==> src/rtl/otp_pkg.sv <==
package otp_pkg;

    localparam int unsigned OTP_ADDR_W = 17;
    localparam int unsigned OTP_DATA_W = 8;

    typedef logic [OTP_DATA_W-1:0] otp_byte_t;

    localparam otp_byte_t OTP_ERASED = '1;

    // Decoded meaning of one sampled control combination
    typedef enum logic [1:0] {
        OP_IDLE = 2'd0,
        OP_READ = 2'd1,
        OP_PROG = 2'd2,
        OP_HOLD = 2'd3
    } otp_op_e;

    // Registered read response
    typedef struct packed {
        logic      valid;
        otp_byte_t data;
    } otp_resp_t;

    // Programming can only clear bits
    function automatic otp_byte_t otp_clear_merge(input otp_byte_t old_val,
                                                  input otp_byte_t new_val);
        return old_val & new_val;
    endfunction

    // Readback lock: bit 0 of cell 0 programmed to zero
    function automatic logic otp_locked(input otp_byte_t cell_zero);
        return ~cell_zero[0];
    endfunction

endpackage

==> src/rtl/otp_strobe_decode.sv <==
module otp_strobe_decode
    import otp_pkg::*;
(
    input  logic    clk,
    input  logic    rst,
    input  logic    ce_n,
    input  logic    oe_n,
    input  logic    pgm_n,
    output otp_op_e op
);

    logic pgm_seen_hi_q;
    logic pgm_fall;

    // Strobe level from the previous edge; reset to inactive
    always_ff @(posedge clk) begin
        if (rst) begin
            pgm_seen_hi_q <= 1'b1;
        end else begin
            pgm_seen_hi_q <= pgm_n;
        end
    end

    assign pgm_fall = pgm_seen_hi_q & ~pgm_n;

    always_comb begin
        if (!ce_n && !oe_n && pgm_n) begin
            op = OP_READ;
        end else if (pgm_fall && !ce_n && oe_n) begin
            op = OP_PROG;
        end else if (!pgm_n) begin
            op = OP_HOLD;
        end else begin
            op = OP_IDLE;
        end
    end

endmodule

==> src/rtl/otp_cell_array.sv <==
module otp_cell_array
    import otp_pkg::*;
#(
    parameter int unsigned DEPTH  = 256,
    parameter int unsigned ADDR_W = OTP_ADDR_W
) (
    input  logic              clk,
    input  logic              rst,
    input  logic              wr_en,
    input  logic [ADDR_W-1:0] addr,
    input  otp_byte_t         wdata,
    output otp_byte_t         rdata,
    output otp_byte_t         cell_zero
);

    localparam int unsigned IDX_W = (DEPTH > 2) ? $clog2(DEPTH) : 1;
    localparam logic [ADDR_W-1:0] DEPTH_A = ADDR_W'(DEPTH);

    otp_byte_t        cells_q [DEPTH];
    logic             in_range;
    logic [IDX_W-1:0] idx;

    assign in_range = (addr < DEPTH_A);
    assign idx      = addr[IDX_W-1:0];

    always_ff @(posedge clk) begin
        if (rst) begin
            for (int i = 0; i < int'(DEPTH); i++) begin
                cells_q[i] <= OTP_ERASED;
            end
        end else if (wr_en && in_range) begin
            cells_q[idx] <= otp_clear_merge(cells_q[idx], wdata);
        end
    end

    assign rdata     = in_range ? cells_q[idx] : OTP_ERASED;
    assign cell_zero = cells_q[0];

endmodule

==> src/rtl/otp_read_gate.sv <==
module otp_read_gate
    import otp_pkg::*;
(
    input  logic      clk,
    input  logic      rst,
    input  logic      rd_req,
    input  logic      locked,
    input  otp_byte_t cell_data,
    output otp_byte_t dout,
    output logic      dout_en
);

    otp_resp_t resp_d;
    otp_resp_t resp_q;

    always_comb begin
        resp_d.valid = rd_req;
        if (!rd_req) begin
            resp_d.data = '0;
        end else if (locked) begin
            resp_d.data = OTP_ERASED;
        end else begin
            resp_d.data = cell_data;
        end
    end

    always_ff @(posedge clk) begin
        if (rst) begin
            resp_q <= '0;
        end else begin
            resp_q <= resp_d;
        end
    end

    assign dout    = resp_q.data;
    assign dout_en = resp_q.valid;

endmodule

==> src/rtl/otp_prog_port.sv <==
module otp_prog_port
    import otp_pkg::*;
#(
    parameter int unsigned DEPTH  = 256,
    parameter int unsigned ADDR_W = OTP_ADDR_W
) (
    input  logic              clk,
    input  logic              rst,
    input  logic              ce_n,
    input  logic              oe_n,
    input  logic              pgm_n,
    input  logic [ADDR_W-1:0] addr,
    input  logic [7:0]        din,
    output logic [7:0]        dout,
    output logic              dout_en
);

    otp_op_e   op;
    logic      wr_stb;
    logic      rd_req;
    logic      lock_q;
    otp_byte_t cell_rd;
    otp_byte_t cell_zero;

    otp_strobe_decode u_dec (
        .clk   (clk),
        .rst   (rst),
        .ce_n  (ce_n),
        .oe_n  (oe_n),
        .pgm_n (pgm_n),
        .op    (op)
    );

    assign wr_stb = (op == OP_PROG);
    assign rd_req = (op == OP_READ);

    otp_cell_array #(
        .DEPTH  (DEPTH),
        .ADDR_W (ADDR_W)
    ) u_arr (
        .clk       (clk),
        .rst       (rst),
        .wr_en     (wr_stb),
        .addr      (addr),
        .wdata     (din),
        .rdata     (cell_rd),
        .cell_zero (cell_zero)
    );

    assign lock_q = otp_locked(cell_zero);

    otp_read_gate u_rd (
        .clk       (clk),
        .rst       (rst),
        .rd_req    (rd_req),
        .locked    (lock_q),
        .cell_data (cell_rd),
        .dout      (dout),
        .dout_en   (dout_en)
    );

endmodule

==> config.mk <==
export PLATFORM = sky130hd
export DESIGN_NAME = otp_prog_port
export DESIGN_NICKNAME = d
export VERILOG_FILES = /design/src/rtl/otp_pkg.sv /design/src/rtl/otp_strobe_decode.sv /design/src/rtl/otp_cell_array.sv /design/src/rtl/otp_read_gate.sv /design/src/rtl/otp_prog_port.sv
export SDC_FILE = /design/constraint.sdc
export NUM_CORES = 2
export LEC_CHECK = 0
export CAP_MARGIN = 20
export CORE_MARGIN = 1
export CORE_UTILIZATION = 64
export DETAILED_ROUTE_END_ITERATION = 10
export PLACE_DENSITY = 0.85
export SLEW_MARGIN = 20
export SYNTH_ARGS = -nofsm -noshare
export SYNTH_HDL_FRONTEND = slang
export SYNTH_SLANG_ARGS = --single-unit
==> constraint.sdc <==
create_clock -name clk -period 5.2 [get_ports clk]
set_clock_uncertainty 0.1 [all_clocks]
set_input_delay 1.56 -clock clk [delete_from_list [all_inputs] [get_ports clk]]
set_output_delay 1.56 -clock clk [all_outputs]
set_load 0.02 [all_outputs]
# After elaboration in Yosys (flattened, before gate mapping)
# Memories as Yosys holds them, arrays and structs flattened.
# Cells that the tools add are included.
[totals]
input_bits = 30
regBits = 10
ramBits = 2048
n_memories = 1
[mem_list]
columns = ["memory", "words", "word_bits", "rd", "rd_ports_with_merged_regs", "wr", "line", "rtl"]
rows = [
  ["u_arr.cells_q", 256, 8, 2, 0, 256, "otp_cell_array.sv:19", "otp_byte_t cells_q [DEPTH];"],
]
[op_classes]
bitwise_logic = 4
order_cmp = 1
eq_ne = 2
n_reduce_logical = 9
muxes = 13
[ops]
columns = ["operator", "n"]
rows = [
  ["$mux W8", 4],
  ["$lt A17 B9 Y1 const B", 1],
  ["$and A8 B8 Y8", 1],
  ["$reduce_or A8 Y1", 1],
  ["$mux W1", 6],
  ["$mux W2", 3],
  ["$logic_and A1 B1 Y1", 5],
  ["$eq A2 B1 Y1 const B", 1],
  ["$eq A2 B2 Y1 const B", 1],
  ["$logic_not A1 Y1", 2],
  ["$not A1 Y1", 2],
  ["$reduce_or A2 Y1", 1],
  ["$and A1 B1 Y1", 1],
]

# Depth between registers and ports, before layout
[depth]
depth_word = 13
mapped_depth = 15
ltp_nobuf = 7

# By module
# A second synthesis with hierarchy kept.
[hier_totals]
hier_cells = 7395
area_unflattened_um2 = 102254.3
[by_module_without_submodules]
columns = ["mod", "area_per_inst_um2", "n_inst", "seq_area_each_um2", "cells_per_inst"]
rows = [
  ["otp_cell_array", 101919.0, 1, 61499.0, 7358],
  ["otp_read_gate", 274.0, 1, 180.2, 29],
  ["otp_strobe_decode", 42.5, 1, 20.0, 5],
  ["otp_prog_port", 18.8, 1, 0.0, 3],
]

# Worst setup path before layout
# No wires, ideal clock.
[synth_timing]
kind = "input -> register"
start = "in addr[1]"
end = "mem u_arr.cells_q[206][3] (netlist bit), data pin"
slack_ns = 0.768
path_buffers = 6
arrival_ns = 4.061
setup_time_ns = 0.272
required_ns = 4.828
path_stages = 12
cell_sequence = "buf_6 > buf_2 > buf_2 > buf_1 > mux4_2 > o211a_1 > a221oi_1 > nand4_1 > o31ai_2 > buf_2 > buf_4 > nand2_1"
[synth_rtl]
columns = ["item", "line", "rtl"]
rows = [
  ["from (decl)", "otp_prog_port.sv:12", "input logic [ADDR_W-1:0] addr,"],
  ["to (decl)", "otp_cell_array.sv:19", ""],
]

==> reports/results.tsv <==
metric	value	unit
final_cells	8991	
synth_edf_count	2048	
cts_setup_buffers	0	
path_cells	clkdlybuf4s50_1, buf_4, nand4bb_1, a211oi_1, a22oi_1, o2111ai_1, buf_4, o31ai_4, buf_12, buf_12, nand2_1	
drv_slew	0	
start_kind	input pin	
fin_nets	6962	
clk_latency	0.86	ns
ys_top_cells_by_area	edfxtp_1, nand2_1, mux4_2	
dieArea	0.1442	sq mm
multi_input_area	0.02637	sq mm
ir_drop	0.0004155	V
htreeDepth	4	
power.total	35.38	mW
die_h	379.8	um
post_cts_resized	0	
ys.flop_type	edfxtp_1	
dr_total_vias	62110	
dpl.hpwl	169000	um
ys_seq_area_share	67.55	%
max_cap_violations	0	
cts-buffers-inserted	193	
cellPowerDensity	340.5	mW/mm^2
postRouteWirelength	267700	um
yosys.cell_count.top_type	nand2_1	
cts_hold_buf	0	
ys_types	66	
syn_nets	6562	
min_period	4.723	ns
layout-drive-gt1-share	23.48	%
num_io_pins	39	
overflow	0	
synthArstFlopShare	0	%
ys_ff_latch	2058	
ff2ff_setup_slack	1.59	ns
grt_pass1_wl	389200	um
hold_ws	1.020	ns
ys_warn_count	0	
fin_util	73.39	%
num_rows	138	
synth_area	0.09135	sq mm
status	finished clean	
synth_cells	6532	
vias_per_cell	6.908	
cts-root-buf	clkbuf_16	
clk_pin_slew	0.07	ns
grt_pass1_vias	61160	
fp.coreArea	0.1416	sq mm
clock_path_buffers	3	
netlist.area_leader.share	67.33	%
yosysTopAreaCell	edfxtp_1	
antenna_found_initial	11	
cpPeakStageDelay	0.75	ns
cp_num_buf_inv	5	
syn_to_final_growth	13.76	%
crit_type	in -> reg	
critPathRequiredTime	5.81	ns
synth_commonest_cells	nand2_1, edfxtp_1, mux4_2, nor2_1, mux2i_1	
finalCritPeriodShare	90.82	%
gp_routability_congestion	0.9792	
seq_area	0.06170	sq mm
port-buffer-count	38	
hold_path.class	in -> reg	
tightest_slew	0.9552	ns
fin_area	0.1039	sq mm
start_util	64.52	%
final_hold_viol_count	0	
relSlewSlack	36.32	%
place_area	0.09755	sq mm
cpMaxStageDelayCell	nand4bb_1	
final_antenna_net_count	0	
place_inst	8627	
cts_tree	built	
clkSinkCount	2058	
critPathTopFamily	buffers and inverters	
cp_max_fo	28	
cellLeakagePower	28.31	nW
routedWlPerCell	29.78	um
cp_data_arrival_time	5.33	ns
setup_viol	0	
fmax	211.7	MHz
synth_area_per_cell	13.98	sq um
die_w	379.8	um
rsz0062_at_grt	false	
grt_use_total	36.74	%
first_pass_iters	9	
crit_path_end_kind	register	
final.fill_count	7538	
drt_iter0_drc	11140	
grt_max_degree	84	
drc	0	
per-stage QoR:
stage	TNS, ns	setup slack [ns]
2_1_floorplan	0	0.7676
3_3_place_gp	-5.351	-0.06625
3_5_place_dp	-30.31	-0.1182
4_1_cts	0	0.7079
5_1_grt	0	0.4997
6_report	0	0.4774
layer usage:
metal	share of wire [%]	up-vias	track usage [%]
met4	7.8	18	23.11
li1	-	24680	-
met1	30	29990	44.96
met5	0.050	-	0
met3	15	1325	9.942
met2	47	6098	58.41
final cells by class:
cell class	instances	area share (%)
Sequential cell	2058	59.38
Multi-Input combinational cell	3968	25.38
Timing Repair Buffer	707	6.836
Clock buffer	234	4.866
Tap cell	1890	2.276
Clock inverter	123	1.234
Antenna cell	7	0.01686
Inverter	4	0.01445
flip-flops by register name (all words and copies together) (netlist names):
signal,cells
u_rd.dout_en,1
u_dec.pgm_seen_hi_q,1
u_rd.dout,8
u_arr.cells_q,2048
worst reg2reg max path, delay by kind of cell (launching register included):
| kind | cells | cell delay (ns) |
|---|---|---|
| AO/OA/AOI/OAI | 2 | 0.58 |
| buffers and inverters | 2 | 0.44 |
| flip-flops | 1 | 0.39 |
| multiplexers | 1 | 0.51 |
| AND/OR/NAND/NOR | 4 | 1.31 |
cell usage in the layout, fill, tap and decap left out, drive strengths merged, types with 8 or more instances in the layout:
cell and instances:
edfxtp 2048, nand3 69, inv 15, o21ai 19, a22o 21, mux4 339
bufinv 20, a31oi 8, and3 9, o22ai 57, clkdlybuf4s50 34, or2 260
nand2 2126, clkinvlp 9, a211oi 30, mux2 79, and2 13, clkbuf 235
nor2b 16, o31ai 14, nor2 284, buf 672, a21oi 40, a221oi 28
dfxtp 10, nor3 31, a22oi 162, a2111oi 9, and4 10, clkinv 83
mux2i 277, nand4 9
worst paths after layout:
| kind | from | end | depth (start not counted) |
|---|---|---|---|
| worst min-delay path | rst | u_dec.pgm_seen_hi_q | 2 |
| worst max-delay path | addr[2] | u_arr.cells_q[17][2] | 11 |
| worst min register to register | u_arr.cells_q[0][0] | u_rd.dout[5] | 4 |
| worst max register to register | u_arr.cells_q[86][7] | u_arr.cells_q[94][7] | 9 |
cell families (layout without fill, tap and decap cells):
group           Yosys count  after routing  synth area share, %
simple gates           2860           2860                12.95
flops                  2058           2058                67.55
mux                     695            695                12.37
buf+inv                 506           1068                3.786
compound gates          413            413                3.352
other cells               0              7                    0
where the power goes:
part | leakage (nW) | switching, mW | internal (mW)
sequential | 14.8 | 0.0381 | 18.3
combinational | 10.5 | 1.87 | 0.891
clock | 3.08 | 6.34 | 7.97
total | 28.3 | 8.25 | 27.1
Note: power is estimated with default switching activity, not from simulation.
